`config.mk`:
```
export PLATFORM = sky130hd
export DESIGN_NAME = sertx_tristate
export DESIGN_NICKNAME = d
export VERILOG_FILES = /design/src/rtl/sertx_pkg.sv /design/src/rtl/sertx_tick.sv /design/src/rtl/sertx_shift.sv /design/src/rtl/sertx_ctrl.sv /design/src/rtl/sertx_tristate.sv
export SDC_FILE = /design/constraint.sdc
export NUM_CORES = 1
export LEC_CHECK = 0
export CAP_MARGIN = 20
export CORE_ASPECT_RATIO = 1.75
export CORE_MARGIN = 1
export CORE_UTILIZATION = 23
export DETAILED_ROUTE_END_ITERATION = 8
export SLEW_MARGIN = 20
export SYNTH_ARGS = -nofsm -noshare
export SYNTH_HDL_FRONTEND = slang
export SYNTH_SLANG_ARGS = --single-unit
```
`constraint.sdc`:
```
create_clock -name clk -period 5.3 [get_ports clk]
set_clock_uncertainty 0.05 [all_clocks]
set_input_delay 1.325 -clock clk [delete_from_list [all_inputs] [get_ports clk]]
set_output_delay 1.325 -clock clk [all_outputs]
set_load 0.02 [all_outputs]
```
`src/rtl/sertx_pkg.sv`:
```
package sertx_pkg;
    typedef enum logic [1:0] {
        ST_IDLE  = 2'd0,
        ST_ARMED = 2'd1,
        ST_LEAD  = 2'd2,
        ST_SHIFT = 2'd3
    } sertx_state_e;
endpackage

```
`src/rtl/sertx_tick.sv`:
```
module sertx_tick #(
    parameter int CLK_DIV = 2
) (
    input  logic clk,
    input  logic rst_n,
    input  logic run,
    input  logic clk_slave,
    input  logic sclk_i,
    output logic tick
);
    localparam int CW = (CLK_DIV > 1) ? $clog2(CLK_DIV) : 1;
    localparam logic [CW-1:0] CNT_TOP = CW'(CLK_DIV - 1);

    logic [CW-1:0] cnt;
    logic          sclk_q;

    always_ff @(posedge clk or negedge rst_n) begin
        if (!rst_n) begin
            cnt    <= '0;
            sclk_q <= 1'b0;
        end else begin
            sclk_q <= sclk_i;
            if (!run || clk_slave || cnt == CNT_TOP)
                cnt <= '0;
            else
                cnt <= cnt + 1'b1;
        end
    end

    assign tick = run && (clk_slave ? (sclk_i ^ sclk_q) : (cnt == CNT_TOP));


    div_idle_chk: assert property (@(posedge clk) disable iff (!rst_n)
        (!run || clk_slave) |=> cnt == '0);
endmodule

```
`src/rtl/sertx_shift.sv`:
```
module sertx_shift #(
    parameter int WIDTH = 8
) (
    input  logic             clk,
    input  logic             rst_n,
    input  logic             load,
    input  logic [WIDTH-1:0] tx_word,
    input  logic             shift_tx,
    input  logic             samp_rx,
    input  logic             rx_done,
    input  logic             rxd,
    output logic             txd,
    output logic [WIDTH-1:0] rx_data,
    output logic             rx_valid
);
    logic [WIDTH-1:0] tx_sh;
    logic [WIDTH-1:0] rx_sh;
    logic [WIDTH-1:0] rx_next;

    assign rx_next = {rx_sh[WIDTH-2:0], rxd};

    always_ff @(posedge clk or negedge rst_n) begin
        if (!rst_n) begin
            tx_sh    <= '0;
            rx_sh    <= '0;
            rx_data  <= '0;
            rx_valid <= 1'b0;
        end else begin
            if (load)
                tx_sh <= tx_word;
            else if (shift_tx)
                tx_sh <= {tx_sh[WIDTH-2:0], 1'b0};
            if (samp_rx)
                rx_sh <= rx_next;
            rx_valid <= rx_done;
            if (rx_done)
                rx_data <= rx_next;
        end
    end

    assign txd = tx_sh[WIDTH-1];


    rx_pulse_chk: assert property (@(posedge clk) disable iff (!rst_n)
        rx_valid |=> !rx_valid);
endmodule

```
`src/rtl/sertx_ctrl.sv`:
```
module sertx_ctrl
    import sertx_pkg::*;
#(
    parameter int WIDTH = 8
) (
    input  logic       clk,
    input  logic       rst_n,
    input  logic       tx_valid,
    input  logic [1:0] cfg_mode,
    input  logic       cfg_frm_pol,
    input  logic       cfg_tri_en,
    input  logic       cfg_late_tri,
    input  logic       cfg_frm_slave,
    input  logic       cfg_clk_slave,
    input  logic       frm_i,
    input  logic       tick,
    output logic       tx_ready,
    output logic       run,
    output logic       load,
    output logic       shift_tx,
    output logic       samp_rx,
    output logic       rx_done,
    output logic       txd_oe,
    output logic       sclk_o,
    output logic       frm_o
);
    localparam int EDGES = 2 * WIDTH;
    localparam int HW    = $clog2(EDGES + 1);
    localparam logic [HW-1:0] H_END  = HW'(EDGES);
    localparam logic [HW-1:0] H_LAST = HW'(EDGES - 1);

    sertx_state_e    state, state_nx;
    logic [HW-1:0]   h, h_nx;
    logic            oe_q, frm_prev;
    logic            fire, frm_act, frm_rise, late_eff, need_lead;
    logic            shift_tick, at_end, enter_shift;

    assign fire       = tx_valid && (state == ST_IDLE);
    assign frm_act    = (frm_i == cfg_frm_pol);
    assign frm_rise   = frm_act && !frm_prev;
    assign late_eff   = cfg_late_tri && cfg_frm_slave;
    assign need_lead  = cfg_clk_slave && cfg_mode[0];
    assign h_nx       = h + 1'b1;
    assign shift_tick = (state == ST_SHIFT) && tick;
    assign at_end     = (h_nx == H_END);

    always_comb begin
        state_nx = state;
        unique case (state)
            ST_IDLE:  if (fire)
                          state_nx = cfg_frm_slave ? ST_ARMED
                                   : (need_lead ? ST_LEAD : ST_SHIFT);
            ST_ARMED: if (frm_rise)
                          state_nx = need_lead ? ST_LEAD : ST_SHIFT;
            ST_LEAD:  if (tick)
                          state_nx = ST_SHIFT;
            ST_SHIFT: if (shift_tick && at_end)
                          state_nx = ST_IDLE;
        endcase
    end

    assign enter_shift = (state != ST_SHIFT) && (state_nx == ST_SHIFT);

    always_ff @(posedge clk or negedge rst_n) begin
        if (!rst_n) state <= ST_IDLE;
        else        state <= state_nx;
    end

    always_ff @(posedge clk or negedge rst_n) begin
        if (!rst_n) begin
            h        <= '0;
            oe_q     <= 1'b0;
            frm_prev <= 1'b0;
        end else begin
            frm_prev <= frm_act;
            if (enter_shift) begin
                h    <= '0;
                oe_q <= 1'b1;
            end else if (shift_tick) begin
                h <= h_nx;
                if (at_end || (h_nx == H_LAST && !late_eff))
                    oe_q <= 1'b0;
            end
        end
    end

    assign tx_ready = (state == ST_IDLE);
    assign run      = (state == ST_LEAD) || (state == ST_SHIFT);
    assign load     = fire;
    assign shift_tx = shift_tick && !h_nx[0] && !at_end;
    assign samp_rx  = shift_tick && h_nx[0];
    assign rx_done  = samp_rx && (h_nx == H_LAST);
    assign txd_oe   = cfg_tri_en ? oe_q : 1'b1;
    assign sclk_o   = (!cfg_clk_slave && state == ST_SHIFT)
                    ? (cfg_mode[1] ^ cfg_mode[0] ^ h[0]) : cfg_mode[1];
    assign frm_o    = (!cfg_frm_slave && run) ? cfg_frm_pol : !cfg_frm_pol;


    idle_oe_chk: assert property (@(posedge clk) disable iff (!rst_n)
        (state == ST_IDLE) |-> !oe_q);

    ready_drop_chk: assert property (@(posedge clk) disable iff (!rst_n)
        fire |=> !tx_ready);

    h_range_chk: assert property (@(posedge clk) disable iff (!rst_n)
        (state == ST_SHIFT) |-> (h < H_END));

    late_master_chk: assert property (@(posedge clk) disable iff (!rst_n)
        (!cfg_frm_slave && state == ST_SHIFT && h == H_LAST) |-> !oe_q);

    lead_oe_chk: assert property (@(posedge clk) disable iff (!rst_n)
        (state == ST_LEAD) |-> !oe_q);

    sclk_idle_chk: assert property (@(posedge clk) disable iff (!rst_n)
        cfg_clk_slave |-> (sclk_o == cfg_mode[1]));
endmodule

```
`src/rtl/sertx_tristate.sv`:
```
module sertx_tristate #(
    parameter int WIDTH   = 8,
    parameter int CLK_DIV = 2
) (
    input  logic             clk,
    input  logic             rst_n,
    input  logic             tx_valid,
    output logic             tx_ready,
    input  logic [WIDTH-1:0] tx_data,
    input  logic [1:0]       cfg_mode,
    input  logic             cfg_frm_pol,
    input  logic             cfg_tri_en,
    input  logic             cfg_late_tri,
    input  logic             cfg_frm_slave,
    input  logic             cfg_clk_slave,
    input  logic             sclk_i,
    output logic             sclk_o,
    input  logic             frm_i,
    output logic             frm_o,
    output logic             txd,
    output logic             txd_oe,
    input  logic             rxd,
    output logic [WIDTH-1:0] rx_data,
    output logic             rx_valid
);
    logic tick, run, load, shift_tx, samp_rx, rx_done;

    sertx_tick #(.CLK_DIV(CLK_DIV)) u_tick (
        .clk(clk), .rst_n(rst_n), .run(run), .clk_slave(cfg_clk_slave),
        .sclk_i(sclk_i), .tick(tick)
    );

    sertx_ctrl #(.WIDTH(WIDTH)) u_ctrl (
        .clk(clk), .rst_n(rst_n), .tx_valid(tx_valid), .cfg_mode(cfg_mode),
        .cfg_frm_pol(cfg_frm_pol), .cfg_tri_en(cfg_tri_en),
        .cfg_late_tri(cfg_late_tri), .cfg_frm_slave(cfg_frm_slave),
        .cfg_clk_slave(cfg_clk_slave), .frm_i(frm_i), .tick(tick),
        .tx_ready(tx_ready), .run(run), .load(load), .shift_tx(shift_tx),
        .samp_rx(samp_rx), .rx_done(rx_done), .txd_oe(txd_oe),
        .sclk_o(sclk_o), .frm_o(frm_o)
    );

    sertx_shift #(.WIDTH(WIDTH)) u_shift (
        .clk(clk), .rst_n(rst_n), .load(load), .tx_word(tx_data),
        .shift_tx(shift_tx), .samp_rx(samp_rx), .rx_done(rx_done),
        .rxd(rxd), .txd(txd), .rx_data(rx_data), .rx_valid(rx_valid)
    );
endmodule

```
==> reports/qor.txt <==
num ports -> 35
Syn Inst Count -> 159
startpoint types -> input port
CTS tree -> yes
Via density -> 4.642
hold_sp -> u_tick.cnt$_DFF_PN0_
ranking of synthesized cells by area -> dfrtp_1 (50%), mux2_4 (6.8%), nand3_1 (4.2%)
leak pwr -> 0.001019 uW
Final nets -> 219
first-pass GRT wire length -> 6168 um
# resized after CTS -> 0
sequential share of power -> 0.384
unrepaired setup endpoints after global routing -> false
Synth top cells by count -> dfrtp_1 (35), nand2_1 (15), nand3_1 (15)
Fin Hold WS -> 0.4107 ns
drt total wl -> 3745 um
Die Wd -> 68.25 um
Synth Flop Type -> dfrtp_1
Iteration-0 DRC Markers -> 38
total track usage -> 0.1033
post-place instance area -> 2188 um2
worst skew pair latency -> 0.28 ns
power consumption -> 1196 uW
H-tree Lvls -> 2
Comb pwr share -> 0.385
Congestion Overflow GR -> 0
Worst Path Arrival -> 2.85 ns
Avg Inst Size Synth -> 11.11 um2
clock buffer count from CTS -> 5
final instance area -> 2326 um2
R2R cell count -> 6
clock slew at reported path FFs -> 0.05 ns
switching power total -> 424.6 uW
vias in the first global route -> 1,374
share of cells above drive strength 1 -> 0.1276
post-place setup slack -> 1.071 ns
Final Hold Viols -> 0
largest net degree at the start of global routing -> 36
post-synth cell types -> 38
r2r setup slk -> 3.12 ns
cell taking the most area after synthesis -> dfrtp_1
worst min path class -> reg2reg
Post-synth EDFFs -> 0
Pint -> 771.8 uW
most common cell in the netlist -> dfrtp_1
Post-Syn Area -> 1767 um2
Setup Buffers After CTS -> 0
Post-Route Setup TNS -> 0 ns
clock buffer depth -> 2
# DRC -> 0
Peak Freq -> 0.2368 GHz
worst vdd ir -> 0.2006 mV
Slew Limit Fails -> 0
height of the die -> 117.9 um
hold_buf cts -> 0
Routed Antenna Nets -> 0
DPL Wire Length -> 2628 um
die area -> 8049 um2
power density cells -> 514.4 nW/um2
Pre-antenna DRT Iters -> 4
crit share post-route -> 0.7967
async set or reset register ratio after synthesis -> 1.000
post-synthesis net count -> 183
CP endpoint kind -> output pin
reg2reg start -> u_ctrl.h[0]$_DFFE_PN0P_
FP Rows -> 41
via count -> 1,309
Synth top area share -> 0.4958
Initial Util -> 0.2408
Worst-Margin Slew -> 0.9552 ns
Core Region -> 7336 um2
ant diodes -> 0
final setup fails -> 0
WHS Endpoint -> u_tick.cnt$_DFF_PN0_
wire length per cell -> 13.28 um
sequential area share after synthesis -> 0.4958
Area Overhead vs Synth -> 31.66%
max_cap viols -> 0
min Tclk post-route -> 4.223 ns
clk sink count -> 35
GP Congestion -> 0.8102
relative slew slack -> 0.3632
final worst setup slack -> 1.077 ns
status -> completed
switching share of power -> 0.3549
Port Buf Inserts -> 34
synth warn -> 0
reg2reg end -> u_shift.tx_sh[2]$_DFFE_PN0P_
Yosys reg bits -> 35
worst setup path category -> in2out
initial antenna violation count -> 0
Critical Path RT -> 3.92 ns
WHS Path Cells -> 1
crit-path max FO -> 2
clock root cell -> clkbuf_16
Clk pwr share -> 0.232
power by group through the flow:
stage	clock (uW)	combinational (uW)	sequential, uW
floorplan	0	325	456
finish	277	460	459
detailed placement	0	467	462
global placement	0	461	461
CTS	287	469	460
global route	301	507	474
metal layers:
layer  track usage  up-vias  part of all wire
met2        0.1734       35              0.50
met5             0        -                 0
li1              -      631                 -
met3       0.02810        7             0.054
met1        0.1110      636              0.43
met4       0.05729        0             0.022
flip-flops by register name, summed over array words and instances, names as in the netlist, 2 cells and up:
register / cells
u_shift.rx_data: 8
u_shift.tx_sh: 8
u_shift.rx_sh: 7
u_ctrl.h: 5
u_ctrl.state: 2
placed cells by master, fill, tap and decap left out, drive strengths merged, types with 4 or more instances in the layout:
cell type       n
clkbuf          7
o21ai           5
nand3          15
nand2          16
a21oi           4
o211ai          7
xnor2           6
inv             4
dfrtp          35
mux2           15
nor2           15
clkdlybuf4s50  34
metrics by stage:
stage,instances,utilization
after floorplan,159,-
after global placement,274,0.2983
after detailed placement,274,0.2983
after CTS,282,0.3171
after global routing,282,0.3171
final,282,0.3171
worst max-delay path, stage by stage:
cell and delay, ns:
clkdlybuf4s50_1 0.49, xor2_1 0.15, nand4b_1 0.12, xnor2_1 0.15, clkdlybuf4s50_1 0.61
worst max path at each step:
stage | slack, ns | cells past startpoint | end | start
2_1_floorplan | 1.89 | 3 | sclk_o | cfg_clk_slave
3_3_place_gp | 1.08 | 5 | sclk_o | cfg_mode[0]
3_5_place_dp | 1.07 | 5 | sclk_o | cfg_mode[0]
4_1_cts | 1.05 | 5 | sclk_o | cfg_mode[0]
5_1_grt | 0.93 | 5 | sclk_o | cfg_mode[0]
6_report | 1.08 | 5 | sclk_o | cfg_mode[0]
final cells by class:
class                           instances  area (um2)
Multi-Input combinational cell        114       842.1
Fill cell                             755        5010
Clock inverter                          1       5.005
Inverter                                4       15.01
Clock buffer                            7       132.6
Sequential cell                        35       875.8
Tap cell                               86       107.6
Timing Repair Buffer                   35       347.8
cell families after synthesis:
| group | count (synthesis) | synth area share |
|---|---|---|
| buffers and inverters | 10 | 0.02761 |
| XOR/XNOR | 9 | 0.04462 |
| flip-flops | 35 | 0.4958 |
| AO/OA/AOI/OAI | 29 | 0.1218 |
| adder cells (fa/ha/maj) | 3 | 0.02125 |
| multiplexers | 15 | 0.1126 |
| AND/OR/NAND/NOR | 58 | 0.1763 |
Note: power is estimated with default switching activity, not from simulation.
